**src/rtl/hc_pkg.sv**
```systemverilog
package hc_pkg;

   // Pipeline register positions inside the stall and bubble vectors.
   typedef enum int unsigned {
      ST_F = 0,
      ST_D = 1,
      ST_E = 2,
      ST_M = 3,
      ST_W = 4
   } stage_e;

   localparam int unsigned NSTAGE = 5;

   // Raw hazard conditions before priority resolution.
   typedef struct packed {
      logic load_use;
      logic ret_busy;
      logic mispred;
   } hz_flags_t;

endpackage

```
**src/rtl/hc_load_use.sv**
```systemverilog
module hc_load_use #(
   parameter int unsigned REG_W         = 4,
   parameter int unsigned ICODE_W       = 4,
   parameter logic [REG_W-1:0]   REG_NONE = '1,
   parameter logic [ICODE_W-1:0] IC_LOAD  = 4'h5,
   parameter logic [ICODE_W-1:0] IC_POP   = 4'hB,
   parameter bit                 POP_READS_MEM = 1'b1
) (
   input  logic [ICODE_W-1:0] e_icode_i,
   input  logic [REG_W-1:0]   e_dst_m_i,
   input  logic [REG_W-1:0]   d_src_a_i,
   input  logic [REG_W-1:0]   d_src_b_i,
   output logic               hit_o
);

   logic is_load;
   logic dst_real;
   logic src_match;

   // The set of opcodes that read memory into a register is a build option.
   generate
      if (POP_READS_MEM) begin : g_load_and_pop
         assign is_load = (e_icode_i == IC_LOAD) || (e_icode_i == IC_POP);
      end else begin : g_load_only
         assign is_load = (e_icode_i == IC_LOAD);
      end
   endgenerate

   // A missing destination can never match, so a missing source never
   // produces an interlock either.
   assign dst_real  = (e_dst_m_i != REG_NONE);
   assign src_match = (e_dst_m_i == d_src_a_i) || (e_dst_m_i == d_src_b_i);
   assign hit_o     = is_load && dst_real && src_match;

endmodule

```
**src/rtl/hc_ret_scan.sv**
```systemverilog
module hc_ret_scan #(
   parameter int unsigned ICODE_W = 4,
   parameter int unsigned NWATCH  = 3,
   parameter logic [ICODE_W-1:0] IC_RET = 4'h9
) (
   input  logic [NWATCH*ICODE_W-1:0] icodes_i,
   output logic                      busy_o
);

   logic [NWATCH-1:0] slot_hit;

   // One comparator per watched stage.
   generate
      for (genvar g = 0; g < NWATCH; g++) begin : g_slot
         assign slot_hit[g] = (icodes_i[g*ICODE_W +: ICODE_W] == IC_RET);
      end
   endgenerate

   assign busy_o = |slot_hit;

endmodule

```
**src/rtl/hc_mispredict.sv**
```systemverilog
module hc_mispredict #(
   parameter int unsigned ICODE_W = 4,
   parameter logic [ICODE_W-1:0] IC_JXX = 4'h7
) (
   input  logic [ICODE_W-1:0] e_icode_i,
   input  logic               e_cond_i,
   output logic               mis_o
);

   // Jumps are predicted taken, so a false condition is a mispredict.
   assign mis_o = (e_icode_i == IC_JXX) && !e_cond_i;

endmodule

```
**src/rtl/hc_resolve.sv**
```systemverilog
module hc_resolve
   import hc_pkg::*;
#(
   parameter int unsigned NST = NSTAGE
) (
   input  hz_flags_t          flags_i,
   output logic [NST-1:0]     stall_o,
   output logic [NST-1:0]     bubble_o
);

   // Priority: mispredict, then interlock, then return drain.
   always_comb begin
      stall_o  = '0;
      bubble_o = '0;
      if (flags_i.mispred) begin
         bubble_o[ST_D] = 1'b1;
         bubble_o[ST_E] = 1'b1;
      end else if (flags_i.load_use) begin
         stall_o[ST_F]  = 1'b1;
         stall_o[ST_D]  = 1'b1;
         bubble_o[ST_E] = 1'b1;
      end else if (flags_i.ret_busy) begin
         stall_o[ST_F]  = 1'b1;
         bubble_o[ST_D] = 1'b1;
      end
   end

endmodule

```
**src/rtl/hazard_ctrl.sv**
```systemverilog
module hazard_ctrl
   import hc_pkg::*;
#(
   parameter int unsigned REG_W   = 4,
   parameter int unsigned ICODE_W = 4,
   parameter logic [REG_W-1:0]   REG_NONE = '1,
   parameter logic [ICODE_W-1:0] IC_LOAD  = 4'h5,
   parameter logic [ICODE_W-1:0] IC_POP   = 4'hB,
   parameter logic [ICODE_W-1:0] IC_RET   = 4'h9,
   parameter logic [ICODE_W-1:0] IC_JXX   = 4'h7,
   parameter bit                 POP_READS_MEM = 1'b1
) (
   input  logic [ICODE_W-1:0] d_icode_i,
   input  logic [REG_W-1:0]   d_src_a_i,
   input  logic [REG_W-1:0]   d_src_b_i,
   input  logic [ICODE_W-1:0] e_icode_i,
   input  logic [REG_W-1:0]   e_dst_m_i,
   input  logic               e_cond_i,
   input  logic [ICODE_W-1:0] m_icode_i,
   output logic [4:0]         stall_o,
   output logic [4:0]         bubble_o
);

   localparam int unsigned NWATCH = 3;

   // Elaboration-time parameter checks.
   generate
      if (REG_W < 1) begin : g_bad_reg_w
         $error("REG_W must be at least 1");
      end
      if (ICODE_W < 2) begin : g_bad_icode_w
         $error("ICODE_W must be at least 2");
      end
      if (IC_RET == IC_JXX || IC_RET == IC_LOAD || IC_JXX == IC_LOAD) begin : g_bad_codes
         $error("opcode parameters must be distinct");
      end
      if (NSTAGE != 5) begin : g_bad_stages
         $error("control vectors assume five pipeline registers");
      end
   endgenerate

   hz_flags_t flags;
   logic      lu_hit;
   logic      ret_busy;
   logic      mis;

   hc_load_use #(
      .REG_W         (REG_W),
      .ICODE_W       (ICODE_W),
      .REG_NONE      (REG_NONE),
      .IC_LOAD       (IC_LOAD),
      .IC_POP        (IC_POP),
      .POP_READS_MEM (POP_READS_MEM)
   ) u_load_use (
      .e_icode_i (e_icode_i),
      .e_dst_m_i (e_dst_m_i),
      .d_src_a_i (d_src_a_i),
      .d_src_b_i (d_src_b_i),
      .hit_o     (lu_hit)
   );

   hc_ret_scan #(
      .ICODE_W (ICODE_W),
      .NWATCH  (NWATCH),
      .IC_RET  (IC_RET)
   ) u_ret_scan (
      .icodes_i ({m_icode_i, e_icode_i, d_icode_i}),
      .busy_o   (ret_busy)
   );

   hc_mispredict #(
      .ICODE_W (ICODE_W),
      .IC_JXX  (IC_JXX)
   ) u_mispredict (
      .e_icode_i (e_icode_i),
      .e_cond_i  (e_cond_i),
      .mis_o     (mis)
   );

   assign flags.load_use = lu_hit;
   assign flags.ret_busy = ret_busy;
   assign flags.mispred  = mis;

   hc_resolve #(
      .NST (NSTAGE)
   ) u_resolve (
      .flags_i  (flags),
      .stall_o  (stall_o),
      .bubble_o (bubble_o)
   );

endmodule

```
**config.mk**
```make
export PLATFORM = sky130hd
export DESIGN_NAME = hazard_ctrl
export DESIGN_NICKNAME = d
export VERILOG_FILES = /design/src/rtl/hc_pkg.sv /design/src/rtl/hc_load_use.sv /design/src/rtl/hc_ret_scan.sv /design/src/rtl/hc_mispredict.sv /design/src/rtl/hc_resolve.sv /design/src/rtl/hazard_ctrl.sv
export SDC_FILE = /design/constraint.sdc
export NUM_CORES = 1
export LEC_CHECK = 0
export ABC_AREA = 1
export BUFFER_PORTS_ARGS = -buffer_cell sky130_fd_sc_hd__buf_2
export CORE_AREA = 5 5 42 44
export DETAILED_ROUTE_END_ITERATION = 10
export DIE_AREA = 0 0 47 49
export GPL_ROUTABILITY_DRIVEN = 0
export SYNTH_ARGS = -nofsm -noshare
export SYNTH_HDL_FRONTEND = slang
export SYNTH_HIERARCHICAL = 1
export SYNTH_SLANG_ARGS = --single-unit
```
**constraint.sdc**
```tcl
create_clock -name vclk -period 1.75
set_clock_uncertainty 0.05 [all_clocks]
set_input_delay 0.0875 -clock vclk [all_inputs]
set_output_delay 0.0875 -clock vclk [all_outputs]
set_load 0.1 [all_outputs]
```
==> insert_results.sql <==
INSERT INTO impl_metrics (metric_group, metric, value, unit) VALUES
('die', 'dieArea', '2303', 'µm²'),
('power', 'clock_network_fraction_of_total_power', '0', '%'),
('sta', 'achievable_frequency', '746.0', 'MHz'),
('synth', 'synth_warnings', '6', ''),
('route', 'vias_after_detailed_routing', '492', ''),
('route', 'drt_wl_total', '934', 'µm'),
('power', 'p_sw', '138.2', 'µW'),
('finish', 'finalNetCount', '138', ''),
('die', 'ioPinCount', '35', ''),
('hold_path', 'hold_path_class', 'input pin to output port', ''),
('route', 'initialDrtViolationCount', '6', ''),
('synth', 'synth_largest_area_cell', 'sky130_fd_sc_hd__nand2_1', ''),
('synth', 'synth_sequential_area_ratio', '0', '%'),
('power', 'leakage', '0.0003945', 'µW'),
('synth', 'synth_largest_type_area_fraction', '41.38', '%'),
('route', 'drcViolationCount', '0', ''),
('critical_path', 'timing.critical_path.from_type', 'input pin', ''),
('flow_run', 'max-cap-violations', '0', ''),
('die', 'fp.coreArea', '1401', 'µm²'),
('critical_path', 'critical_path_start_end_classification', 'input pin to output port', ''),
('grt', 'grt_overflow', '0', ''),
('power', 'vdd.ir_drop.worst', '124.4', 'µV'),
('route', 'drt_first_pass_iters', '4', ''),
('finish', 'num_antenna_cells', '0', ''),
('die', 'die-width', '47', 'µm'),
('sta', 'grt_setup_unrepaired', 'no', ''),
('finish', 'number_of_sequential_storage_elements', '0', ''),
('finish', 'layout-drive-gt1-share', '32.43', '%'),
('synth', 'yosys.cell_count.top_type', 'sky130_fd_sc_hd__nand2_1', ''),
('placement', 'dpl.hpwl', '881.4', 'µm'),
('grt', 'grt_max_degree', '5', ''),
('finish', 'fill_cells', '169', ''),
('route', 'routed_via_density', '3.874', ''),
('synth', 'synthesis.area', '362.8', 'µm²'),
('synth', 'gate_count_after_technology_mapping', '83', ''),
('grt', 'grt_usage', '7.228', '%'),
('route', 'avgRoutedWirePerCell', '7.354', 'µm'),
('run_status', 'run_status', 'finished, final reports clean', ''),
('power', 'seqPwrFrac', '0', '%'),
('synth', 'avgSynthCellArea', '4.372', 'µm²'),
('die', 'die_height', '49', 'µm'),
('grt', 'first_global_vias', '417', ''),
('critical_path', 'path_max_fanout', '4', ''),
('finish', 'syn2layout_area_growth', '38.28', '%'),
('placement', 'portBuffers', '29', ''),
('clock_tree', 'post_cts_hold_buffer_count', '0', ''),
('sta', 'final_min_period_over_clock_period', '76.60', '%'),
('die', 'floorplan.initialDensity', '25.89', '%'),
('clock_tree', 'cts_repair_resize_count', '0', ''),
('power', 'power.combinational.fraction', '100.0', '%'),
('grt', 'grt_pass1_wl', '1386', 'µm'),
('clock_tree', 'post_cts.repair.setup_buffers', '0', ''),
('grt', 'antenna_violations_before_repair', '0', ''),
('critical_path', 'critPathCaptureType', 'output port', ''),
('die', 'placementRows', '14', ''),
('finish', 'clock_buffers', '0', ''),
('power', 'switching_share', '76.53', '%'),
('power', 'p_per_area', '359.8', 'nW/µm²'),
('finish', 'finalNonFillerCells', '127', ''),
('synth', 'post_synth_num_cell_types', '13', ''),
('synth', 'ys_top_cells_by_count', '40 x sky130_fd_sc_hd__nand2_1, 18 x sky130_fd_sc_hd__inv_1, 7 x sky130_fd_sc_hd__nor2_1, 6 x sky130_fd_sc_hd__buf_4, 3 x sky130_fd_sc_hd__inv_2', ''),
('synth', 'netlist_top_cells_area', 'sky130_fd_sc_hd__nand2_1 41%, sky130_fd_sc_hd__inv_1 19%, sky130_fd_sc_hd__buf_4 12%', ''),
('route', 'final_antenna_net_count', '0', ''),
('power', 'power_report.internal_total', '42.38', 'µW'),
('sta', 'finalSetupTns', '0', 'ps'),
('critical_path', 'required_time_reported_for_the_critical_path_endpoint', '1610', 'ps'),
('placement', 'dp.cells', '127', ''),
('finish', 'ff_latch_area', '0', 'µm²'),
('sta', 'final-setup-viol-count', '0', ''),
('critical_path', 'worstPathArrival', '1200', 'ps'),
('sta', 'count_of_endpoints_failing_hold_in_the_final_timing_report', '0', ''),
('sta', 'final.min_clock_period', '1341', 'ps'),
('sta', 'number_of_max_slew_violations_in_the_final_report', '0', '');
layout make-up:
type	count	area, µm²	area share [%]
inverter	21	78.83	15.71
multi-input combinational	61	257.7	51.37
timing repair buffer	29	145.1	28.93
tap	16	20.02	3.990
placed cells by master (no fill, tap or decap), drive strengths merged:
cell	Yosys	routed
nand2	40	40
nand3	3	3
o21ai	1	1
a21oi	1	1
buf	6	29
nand4	1	1
inv	21	21
nor2	8	8
nand3b	1	1
conb	1	6
per-layer routing:
metal / track usage (%) / part of all wire [%] / vias up
li1: - / - / 279
met1: 8.696 / 37 / 188
met2: 13.12 / 42 / 25
met3: 1.845 / 21 / 0
met4: 0 / 0 / 0
met5: 0 / 0 / -
logic make-up (layout without fill, tap and decap cells):
logic type,Yosys count,count (layout),synth area share (%)
buffers and inverters,27,50,34.14
other,1,6,1.033
AND/OR/NAND/NOR,53,53,61.04
AO/OA/AOI/OAI,2,2,3.792
worst max-delay path, cell delays in order:
cell                      delay, ps
sky130_fd_sc_hd__buf_2          120
sky130_fd_sc_hd__inv_2           40
sky130_fd_sc_hd__nand2_1         50
sky130_fd_sc_hd__nand2_1         50
sky130_fd_sc_hd__nor2_1         100
sky130_fd_sc_hd__nand2_1         70
sky130_fd_sc_hd__a21oi_2        140
sky130_fd_sc_hd__nand2_1         80
sky130_fd_sc_hd__nand2_1         50
sky130_fd_sc_hd__buf_2          420
per-stage QoR:
stage	setup WS, ps	cell area, µm²	utilization [%]	power [µW]	hold WS, ps
final	409.5	501.7	35.80	180.5	710.1
after global routing	247.6	501.7	35.80	195.6	763.5
after CTS	392.5	501.7	35.80	181.4	719.4
after detailed placement	393.6	501.7	35.80	181.0	720.6
after global placement	398.7	501.7	35.80	179.1	710.8
after floorplan	399.3	381.6	-	145.3	661.4
final timing paths:
check / from / endpoint / slack, ps / depth (start not counted)
setup / recovery: e_dst_m_i[1] / stall_o[0] / 410 / 10
hold / removal: e_cond_i / bubble_o[2] / 710 / 7
power groups by stage:
| stage | registers [µW] | clock network [µW] | logic (µW) |
|---|---|---|---|
| global placement | 0 | 0 | 179 |
| floorplan | 0 | 0 | 145 |
| detailed placement | 0 | 0 | 181 |
| finish | 0 | 0 | 181 |
| global route | 0 | 0 | 196 |
| CTS | 0 | 0 | 181 |
No activity file was read; power rests on OpenSTA's default activity.
